$ cat config.mk
export PLATFORM = sky130hd
export DESIGN_NAME = fifo_wm_top
export DESIGN_NICKNAME = d
export VERILOG_FILES = /design/src/rtl/fifo_wm_pkg.sv /design/src/rtl/fifo_wm_store.sv /design/src/rtl/fifo_wm_ctrl.sv /design/src/rtl/fifo_wm_alerts.sv /design/src/rtl/fifo_wm_top.sv
export SDC_FILE = /design/constraint.sdc
export NUM_CORES = 1
export LEC_CHECK = 0
export BUFFER_PORTS_ARGS = -buffer_cell sky130_fd_sc_hd__buf_4
export CORE_MARGIN = 2
export CORE_UTILIZATION = 35
export CTS_CLUSTER_DIAMETER = 120
export DETAILED_ROUTE_END_ITERATION = 16
export GPL_ROUTABILITY_DRIVEN = 0
export GPL_TIMING_DRIVEN = 0
export PLACE_DENSITY = 0.6
export RECOVER_POWER = 50
export SLEW_MARGIN = 5
export SYNTH_ARGS = -nofsm -noshare
export SYNTH_HDL_FRONTEND = slang
export SYNTH_SLANG_ARGS = --single-unit
$ cat constraint.sdc
create_clock -name clk -period 7.5 [get_ports clk]
set_input_delay 1.5 -clock clk [delete_from_list [all_inputs] [get_ports clk]]
set_output_delay 1.5 -clock clk [all_outputs]
set_load 0.01 [all_outputs]
$ cat src/rtl/fifo_wm_pkg.sv
package fifo_wm_pkg;
    localparam int unsigned DEF_DATA_W   = 8;
    localparam int unsigned DEF_ADDR_W   = 6;
    localparam int unsigned DEF_WM_W     = 6;
    localparam int unsigned DEF_CFG_W    = 8;
    localparam logic [7:0]  DEF_WM_RESET = 8'h08;
endpackage

$ cat src/rtl/fifo_wm_store.sv
module fifo_wm_store #(
    parameter int unsigned DATA_W = fifo_wm_pkg::DEF_DATA_W,
    parameter int unsigned ADDR_W = fifo_wm_pkg::DEF_ADDR_W
) (
    input  logic              clk,
    input  logic              we,
    input  logic [ADDR_W-1:0] waddr,
    input  logic [DATA_W-1:0] wdata,
    input  logic [ADDR_W-1:0] raddr,
    output logic [DATA_W-1:0] rdata
);
    localparam int unsigned DEPTH = 1 << ADDR_W;

    logic [DATA_W-1:0] mem_q [DEPTH];

    always_ff @(posedge clk) begin
        if (we) begin
            mem_q[waddr] <= wdata;
        end
    end

    assign rdata = mem_q[raddr];
endmodule

$ cat src/rtl/fifo_wm_ctrl.sv
module fifo_wm_ctrl #(
    parameter int unsigned DATA_W = fifo_wm_pkg::DEF_DATA_W,
    parameter int unsigned ADDR_W = fifo_wm_pkg::DEF_ADDR_W,
    localparam int unsigned CNT_W = ADDR_W + 1
) (
    input  logic              clk,
    input  logic              rst_n,
    input  logic              flush,
    input  logic              wr_en,
    input  logic              rd_en,
    input  logic [DATA_W-1:0] mem_rdata,
    output logic              mem_we,
    output logic [ADDR_W-1:0] mem_waddr,
    output logic [ADDR_W-1:0] mem_raddr,
    output logic [DATA_W-1:0] rd_data,
    output logic [CNT_W-1:0]  level,
    output logic              ovf_err
);
    localparam logic [CNT_W-1:0] DEPTH_C = CNT_W'(1 << ADDR_W);

    typedef struct packed {
        logic [ADDR_W-1:0] wptr;
        logic [ADDR_W-1:0] rptr;
        logic [CNT_W-1:0]  cnt;
        logic              ovf;
        logic [DATA_W-1:0] rdat;
    } ctrl_st_t;

    ctrl_st_t s_d, s_q;
    logic full, empty, push_ok, pop_ok;

    always_comb begin
        full    = (s_q.cnt == DEPTH_C);
        empty   = (s_q.cnt == '0);
        push_ok = wr_en && !full && !flush;
        pop_ok  = rd_en && !empty && !flush;
        s_d     = s_q;
        if (flush) begin
            s_d.wptr = '0;
            s_d.rptr = '0;
            s_d.cnt  = '0;
            s_d.ovf  = 1'b0;
        end else begin
            if (rd_en) begin
                s_d.rdat = empty ? '0 : mem_rdata;
            end
            if (pop_ok) begin
                s_d.rptr = s_q.rptr + 1'b1;
            end
            if (push_ok) begin
                s_d.wptr = s_q.wptr + 1'b1;
            end
            if (wr_en && full) begin
                s_d.ovf = 1'b1;
            end
            case ({push_ok, pop_ok})
                2'b10:   s_d.cnt = s_q.cnt + 1'b1;
                2'b01:   s_d.cnt = s_q.cnt - 1'b1;
                default: s_d.cnt = s_q.cnt;
            endcase
        end
    end

    always_ff @(posedge clk) begin
        if (!rst_n) begin
            s_q <= '0;
        end else begin
            s_q <= s_d;
        end
    end

    assign mem_we    = push_ok;
    assign mem_waddr = s_q.wptr;
    assign mem_raddr = s_q.rptr;
    assign rd_data   = s_q.rdat;
    assign level     = s_q.cnt;
    assign ovf_err   = s_q.ovf;

    p_level_bound_r3: assert property (@(posedge clk) disable iff (!rst_n)
        level <= DEPTH_C);
    p_no_overflow_r3: assert property (@(posedge clk) disable iff (!rst_n)
        (full && wr_en && !rd_en && !flush) |=> (level == DEPTH_C) && ovf_err);
    p_ovf_sticky_r3: assert property (@(posedge clk) disable iff (!rst_n)
        (ovf_err && !flush) |=> ovf_err);
    p_empty_read_r4: assert property (@(posedge clk) disable iff (!rst_n)
        (empty && rd_en && !wr_en && !flush) |=> (rd_data == '0) && (level == '0));
    p_balanced_r9: assert property (@(posedge clk) disable iff (!rst_n)
        (!empty && !full && wr_en && rd_en && !flush) |=> $stable(level));
    p_flush_clear_r10: assert property (@(posedge clk) disable iff (!rst_n)
        flush |=> (level == '0) && !ovf_err);
endmodule

$ cat src/rtl/fifo_wm_alerts.sv
module fifo_wm_alerts #(
    parameter int unsigned ADDR_W = fifo_wm_pkg::DEF_ADDR_W,
    parameter int unsigned WM_W   = fifo_wm_pkg::DEF_WM_W,
    parameter int unsigned CFG_W  = fifo_wm_pkg::DEF_CFG_W,
    parameter logic [CFG_W-1:0] WM_RESET = CFG_W'(fifo_wm_pkg::DEF_WM_RESET),
    localparam int unsigned CNT_W = ADDR_W + 1
) (
    input  logic             clk,
    input  logic             rst_n,
    input  logic             cfg_we,
    input  logic [CFG_W-1:0] cfg_wdata,
    input  logic [CNT_W-1:0] level,
    output logic [CFG_W-1:0] cfg_rdata,
    output logic             hi_alert,
    output logic             lo_alert
);
    localparam logic [CNT_W-1:0] DEPTH_C = CNT_W'(1 << ADDR_W);

    typedef struct packed {
        logic [WM_W-1:0] wm;
    } wm_st_t;

    wm_st_t s_d, s_q;
    logic [CNT_W-1:0] free_room, wm_ext;

    always_comb begin
        s_d = s_q;
        if (cfg_we) begin
            s_d.wm = cfg_wdata[WM_W-1:0];
        end
        wm_ext    = CNT_W'(s_q.wm);
        free_room = DEPTH_C - level;
        hi_alert  = (free_room <= wm_ext);
        lo_alert  = (level <= wm_ext);
    end

    always_ff @(posedge clk) begin
        if (!rst_n) begin
            s_q.wm <= WM_RESET[WM_W-1:0];
        end else begin
            s_q <= s_d;
        end
    end

    assign cfg_rdata = CFG_W'(s_q.wm);

    p_wm_load_r5: assert property (@(posedge clk) disable iff (!rst_n)
        cfg_we |=> (cfg_rdata == CFG_W'($past(cfg_wdata[WM_W-1:0]))));
    p_wm_hold_r5: assert property (@(posedge clk) disable iff (!rst_n)
        !cfg_we |=> $stable(cfg_rdata));
endmodule

$ cat src/rtl/fifo_wm_top.sv
module fifo_wm_top #(
    parameter int unsigned DATA_W = fifo_wm_pkg::DEF_DATA_W,
    parameter int unsigned ADDR_W = fifo_wm_pkg::DEF_ADDR_W,
    parameter int unsigned WM_W   = fifo_wm_pkg::DEF_WM_W,
    parameter int unsigned CFG_W  = fifo_wm_pkg::DEF_CFG_W,
    localparam int unsigned CNT_W = ADDR_W + 1
) (
    input  logic              clk,
    input  logic              rst_n,
    input  logic              flush,
    input  logic              wr_en,
    input  logic [DATA_W-1:0] wr_data,
    input  logic              rd_en,
    output logic [DATA_W-1:0] rd_data,
    input  logic              cfg_we,
    input  logic [CFG_W-1:0]  cfg_wdata,
    output logic [CFG_W-1:0]  cfg_rdata,
    output logic [CNT_W-1:0]  level,
    output logic              hi_alert,
    output logic              lo_alert,
    output logic              ovf_err
);
    localparam logic [CNT_W-1:0] DEPTH_C = CNT_W'(1 << ADDR_W);

    logic              mem_we;
    logic [ADDR_W-1:0] mem_waddr, mem_raddr;
    logic [DATA_W-1:0] mem_rdata;

    fifo_wm_store #(.DATA_W(DATA_W), .ADDR_W(ADDR_W)) i_store (
        .clk   (clk),
        .we    (mem_we),
        .waddr (mem_waddr),
        .wdata (wr_data),
        .raddr (mem_raddr),
        .rdata (mem_rdata)
    );

    fifo_wm_ctrl #(.DATA_W(DATA_W), .ADDR_W(ADDR_W)) i_ctrl (
        .clk       (clk),
        .rst_n     (rst_n),
        .flush     (flush),
        .wr_en     (wr_en),
        .rd_en     (rd_en),
        .mem_rdata (mem_rdata),
        .mem_we    (mem_we),
        .mem_waddr (mem_waddr),
        .mem_raddr (mem_raddr),
        .rd_data   (rd_data),
        .level     (level),
        .ovf_err   (ovf_err)
    );

    fifo_wm_alerts #(.ADDR_W(ADDR_W), .WM_W(WM_W), .CFG_W(CFG_W)) i_alerts (
        .clk       (clk),
        .rst_n     (rst_n),
        .cfg_we    (cfg_we),
        .cfg_wdata (cfg_wdata),
        .level     (level),
        .cfg_rdata (cfg_rdata),
        .hi_alert  (hi_alert),
        .lo_alert  (lo_alert)
    );

    p_lo_at_empty_r7: assert property (@(posedge clk) disable iff (!rst_n)
        (level == '0) |-> lo_alert);
    p_hi_at_full_r6: assert property (@(posedge clk) disable iff (!rst_n)
        (level == DEPTH_C) |-> hi_alert);
    p_flags_track_r8: assert property (@(posedge clk) disable iff (!rst_n)
        ($stable(level) && $stable(cfg_rdata)) |-> ($stable(hi_alert) && $stable(lo_alert)));
endmodule

# Word-level counts from Yosys, hierarchy flattened
# Memory sizes are Yosys's and may differ from the RTL's. A register that Yosys moved wholly into a read port is not among the register bits.
# Cells that the tools add are included.
dict set report classes {
  n_addsub 5
  n_reduce_logical 12
  mux 6
  n_mul 0
  n_lt_le_gt_ge 2
  shifts 0
  n_eq_ne 3
  div 0
  bitwise 2
}
# operator count
set ops {}
lappend ops {{7-bit by 6-bit <= comparator with 1-bit output} 2}
lappend ops {{7-bit one-hot mux with 2 select lines} 1}
lappend ops {{6-bit by 1-bit adder with 6-bit output (second input constant)} 2}
lappend ops {{6-bit 2-to-1 mux} 2}
lappend ops {{8-bit 2-to-1 mux} 1}
lappend ops {{7-bit by 1-bit adder with 7-bit output (second input constant)} 1}
lappend ops {{7-bit == test (second input constant)} 1}
lappend ops {{7-bit zero test} 1}
lappend ops {{7-bit by 1-bit subtractor with 7-bit output (second input constant)} 1}
lappend ops {{7-bit subtractor (first input constant)} 1}
lappend ops {{1-bit logical AND} 5}
lappend ops {{1-bit zero test} 3}
lappend ops {{2-bit by 1-bit == test with 1-bit output (second input constant)} 1}
lappend ops {{2-bit == test (second input constant)} 1}
lappend ops {{1-bit 2-to-1 mux} 2}
lappend ops {{1-bit NOT} 2}
lappend ops {{2-bit AND reduction} 1}
lappend ops {{2-bit nonzero test} 1}
lappend ops {{2-bit OR reduction} 1}
dict set report word_totals {
  input_bits 22
  wordCells 37
  latch_bits 0
  romBits 0
  mem_count 1
  ff_bits 34
  mem_bits_rw 512
}
# name words word_bits rd rd_ports_with_merged_regs write_ports line_no
set mem_list {}
lappend mem_list {i_store.mem_q 64 8 1 1 1 fifo_wm_store.sv:14} ;# logic [DATA_W-1:0] mem_q [DEPTH];

# Depth between registers and ports, before layout
dict set report logic_depth {
  ltp_word 6
  depth_mapped 18
  ltp_nobuf 14
}

# Modules after synthesis
# From an unflattened synthesis, not the netlist that was laid out.
dict set report unflattened {
  cells_unflattened 1161
  area_unflattened_um2 22059.9
}
# mod cells_per_inst area_per_inst_um2 instances
set by_module_without_submodules {}
lappend by_module_without_submodules {fifo_wm_store 932 20006.7 1}
lappend by_module_without_submodules {fifo_wm_ctrl 158 1450.1 1}
lappend by_module_without_submodules {fifo_wm_alerts 71 603.1 1}

# Worst setup path after synthesis
# No wires, ideal clock.
dict set report synth_path {
  path_type {input to register}
  from {input port flush}
  to {register i_ctrl.s_q, in the netlist i_ctrl.level[4]}
  path_stages 14
  arrival_time_ns 3.593
  t_required_ns 7.383
  n_path_buf 2
  slack_ns 3.789
  cell_sequence {nand2b_1 -> o21bai_4 -> inv_2 -> buf_6 -> ha_1 -> clkbuf_1 -> xor2_1 -> ha_1 -> nand2_1 -> a21boi_0 -> o41ai_1 -> and3_1 -> mux2i_1 -> nand2_1}
}
dict set report synth_via {
  elab_chain_len 4
}
# element line_no
set synth_rtl {}
lappend synth_rtl {{from (decl)} fifo_wm_top.sv:10} ;# input logic flush,
lappend synth_rtl {{1-bit zero test (*)} fifo_wm_ctrl.sv:36} ;# pop_ok = rd_en && !empty && !flush;
lappend synth_rtl {{1-bit logical AND (*)} fifo_wm_ctrl.sv:36}
lappend synth_rtl {{via i_ctrl.pop_ok} fifo_wm_ctrl.sv:30} ;# logic full, empty, push_ok, pop_ok;
lappend synth_rtl {{2-bit by 1-bit == test with 1-bit output or 2-bit == test (tied branches)} fifo_wm_ctrl.sv:56} ;# case ({push_ok, pop_ok})
lappend synth_rtl {{7-bit one-hot mux with 2 select lines or 2-bit nonzero test (tied branches)} --}
lappend synth_rtl {{to (signal assigned)} fifo_wm_ctrl.sv:66} ;# s_q <= '0;
lappend synth_rtl {{to (signal assigned)} fifo_wm_ctrl.sv:68} ;# s_q <= s_d;
lappend synth_rtl {{to (decl)} fifo_wm_ctrl.sv:29} ;# ctrl_st_t s_d, s_q;
# Mark *: on every way through the listed nets, which the timed path passes. The rest lies on a longest branch.
# A chain may end at the register's enable or synchronous reset.

# Final worst setup path
dict set report layout_path {
  from {register i_ctrl.s_q, in the netlist i_ctrl.level[1]}
  to {output port hi_alert}
}
dict set report layout_via {
  elab_chain_len 2
}
# element line_no
set layout_rtl {}
lappend layout_rtl {{7-bit subtractor} fifo_wm_alerts.sv:32} ;# free_room = DEPTH_C - level;
lappend layout_rtl {{7-bit by 6-bit <= comparator with 1-bit output} fifo_wm_alerts.sv:33} ;# hi_alert = (free_room <= wm_ext);
lappend layout_rtl {{to (decl)} fifo_wm_top.sv:19} ;# output logic hi_alert,
# Every way passes these cells.

==> metrics.cfg <==
[run_status]
status=finished with violations
violations=max-capacitance violations, max-slew violations

[placement]
dp_slack_ns=2.88
dp.final_hpwl_um=34400
place_inst=2034
port-buffer-count=42

[floorplanning]
die_w_um=255
core_um2=62700
ios=48
num_rows=92
die_h_um=255
start_util_pct=35.2
dieArea_um2=65100

[setup_path]
crit_required_ns=6.00
worst-setup-path-type=flip-flop to primary output
r2r_start=i_ctrl.level[3]
critPathLaunchType=flip-flop
crit_path_max_incr_delay_ns=0.42
slowest_stage=dfxtp_1
crit_chain=buf_2 -> inv_1 -> ha_1 -> ha_1 -> a21o_1 -> a21o_1 -> a21oi_1 -> o21ai_0 -> a211oi_1 -> buf_4
arrival_ns=3.01
crit_path_start=i_ctrl.level[1]
worstPathMaxFanout=9
end_kind=primary output
ff2ff_path_depth=15

[route]
vias=11247
wl_um=53200
drc=0
drtAntennaViolNets=0
drt-wirelength-per-cell_um=25.0
vias_per_cell=5.28
first_iter_violations=1275
first_pass_iters=5

[layout]
final_cell_mix=512 x edfxtp_1, 136 x mux4_2, 95 x nor2_1
drive_above_1_share_pct=21.6
area_delta_synth_final_pct=13.4
final_common_cell=edfxtp_1
final_nets=1280
stdcell_count=2130
antenna_cells=0

[timing]
max_freq_ghz=0.222
setup_ws_ns=2.99
finClkSkew_ns=0.0308
hold_viol=0
setup_viol=0
slew_viol_final=520
rsz0062_at_grt=no
slew_headroom_pct=-112
tightest_slew_ns=3.17
period_share_pct=60.1
min_period_ns=4.51
setup_tns_ns=0

[synthesis]
synth_flop_cell=edfxtp_1
synthDistinctLibCells=62
ys_async_sr_fraction_pct=0
ys_top_cells_by_area=edfxtp_1 70%, mux4_2 14%, dfxtp_1 3.6%, nor2_1 1.6%, mux2i_1 1.5%
avgSynthCellArea_um2=19.3
ys_warn_count=0
synthCells=1145
synth-seq-cells=552
synth-seq-area-share_pct=73.3
yosysTopAreaCell=edfxtp_1
synth_area_um2=22100
synth-edff-count=512
synth_top_area_share_pct=69.7

[global_route]
grt_remaining_overflow=0
grt_pass1_vias=11388
grt_pass1_wl_um=78300
grt_antenna_before_repair=0
grtUsageTotal_pct=16.7
grt_max_degree=65

[clocking]
cts_buffer_depth=3
numClockSinks=552
h-tree-depth=2
cts_resized=0
clockRootBuffer=clkbuf_16
numCtsBuffers=52
cts_tree=yes
worstSkewPairLatency_ns=0.63
path_clk_slew_ns=0.07
cts_setup_buffers=0
hold_buffers=0

[min_path]
hold_path.class=flip-flop to flip-flop
hold_path_depth=2
hp-start=i_ctrl.ovf_err

[job]
maxCapViolations=8

[power_and_ir_drop]
p_leak_nw=7.56
irDropWorstVdd_mv=0.180
power_density_nw_per_um2=244

## synthesized netlist by cell type (all sizes together), types with 5 or more instances
master	n
a211oi	23
mux4	136
nor2b	25
nand2b	5
a32oi	5
inv	11
dfxtp	40
o21ai	13
edfxtp	512
xor2	11
o22ai	6
buf	40
clkbuf	26
xnor2	7
a21o	5
nor2	95
a21oi	21
nor4	5
ha	16
mux2	5
nand2	35
mux2i	34
nand3	13
## logic make-up (layout without fill, tap and decap cells)
family | after synthesis | count (layout) | synth area share (%)
flops | 552 | 552 | 73.3
simple gates | 203 | 203 | 4.40
mux | 175 | 175 | 15.7
compound gates | 102 | 102 | 3.26
buf+inv | 78 | 216 | 1.70
xor+xnor | 18 | 18 | 0.715
fa+ha+maj | 16 | 16 | 0.907
other cells | 1 | 2 | 0.0170
## worst paths after layout
kind | end | slack [ns]
setup / recovery | hi_alert | 2.99
hold / removal | i_ctrl.ovf_err | 0.48
setup reg to reg | i_ctrl.level[4] | 3.01
hold reg to reg | i_ctrl.ovf_err | 0.48
## state kept, by name, summed over array words and instances (netlist names), named ones only
name,cells
i_ctrl.rd_data,8
i_ctrl.mem_waddr,6
i_store.mem_q,512
i_ctrl.level,7
i_ctrl.mem_raddr,6
i_alerts.s_q,6
i_ctrl.ovf_err,1
## metal layers
layer | part of all wire (%) | vias to the layer above | global-route usage, %
met5 | 0 | - | 0
met2 | 48 | 421 | 27.0
met3 | 6.4 | 94 | 2.85
met4 | 3.0 | 0 | 5.46
met1 | 42 | 5899 | 23.0
li1 | - | 4833 | -
## per-stage QoR
step	hold slack [ns]	instance area (um2)	power, mW	util, %
3_3_place_gp	0.463	23400	3.55	37.4
2_1_floorplan	0.476	22100	3.48	-
5_1_grt	0.529	25000	6.29	39.9
3_5_place_dp	0.468	23400	3.56	37.4
6_report	0.478	25000	6.12	39.9
4_1_cts	0.484	25100	6.16	40.1
## area by class of cell
class                   instances  area, um2
multi-input cells             516       5490
inverters                      12       45.0
clock buffers                  62       1350
flip-flops and latches        552      16200
repair buffers                 42        248
plain buffers                  66        314
well taps                     846       1060
fillers                      5565      37700
clock inverters                34        344
## worst max-delay path, delay by kind of cell (launching register included)
kind / cells / cell delay [ns]
flops: 1 / 0.42
compound gates: 5 / 0.87
buf+inv: 3 / 0.52
fa+ha+maj: 2 / 0.60
## power breakdown
part	switching, mW	internal [mW]	leakage (nW)	total (mW)
clock network	1.16	1.47	0.811	2.62
logic	0.0869	0.0316	1.83	0.119
registers	0.00406	3.37	4.93	3.38
total	1.25	4.87	7.56	6.12
Note: power is estimated with default switching activity, not from simulation.
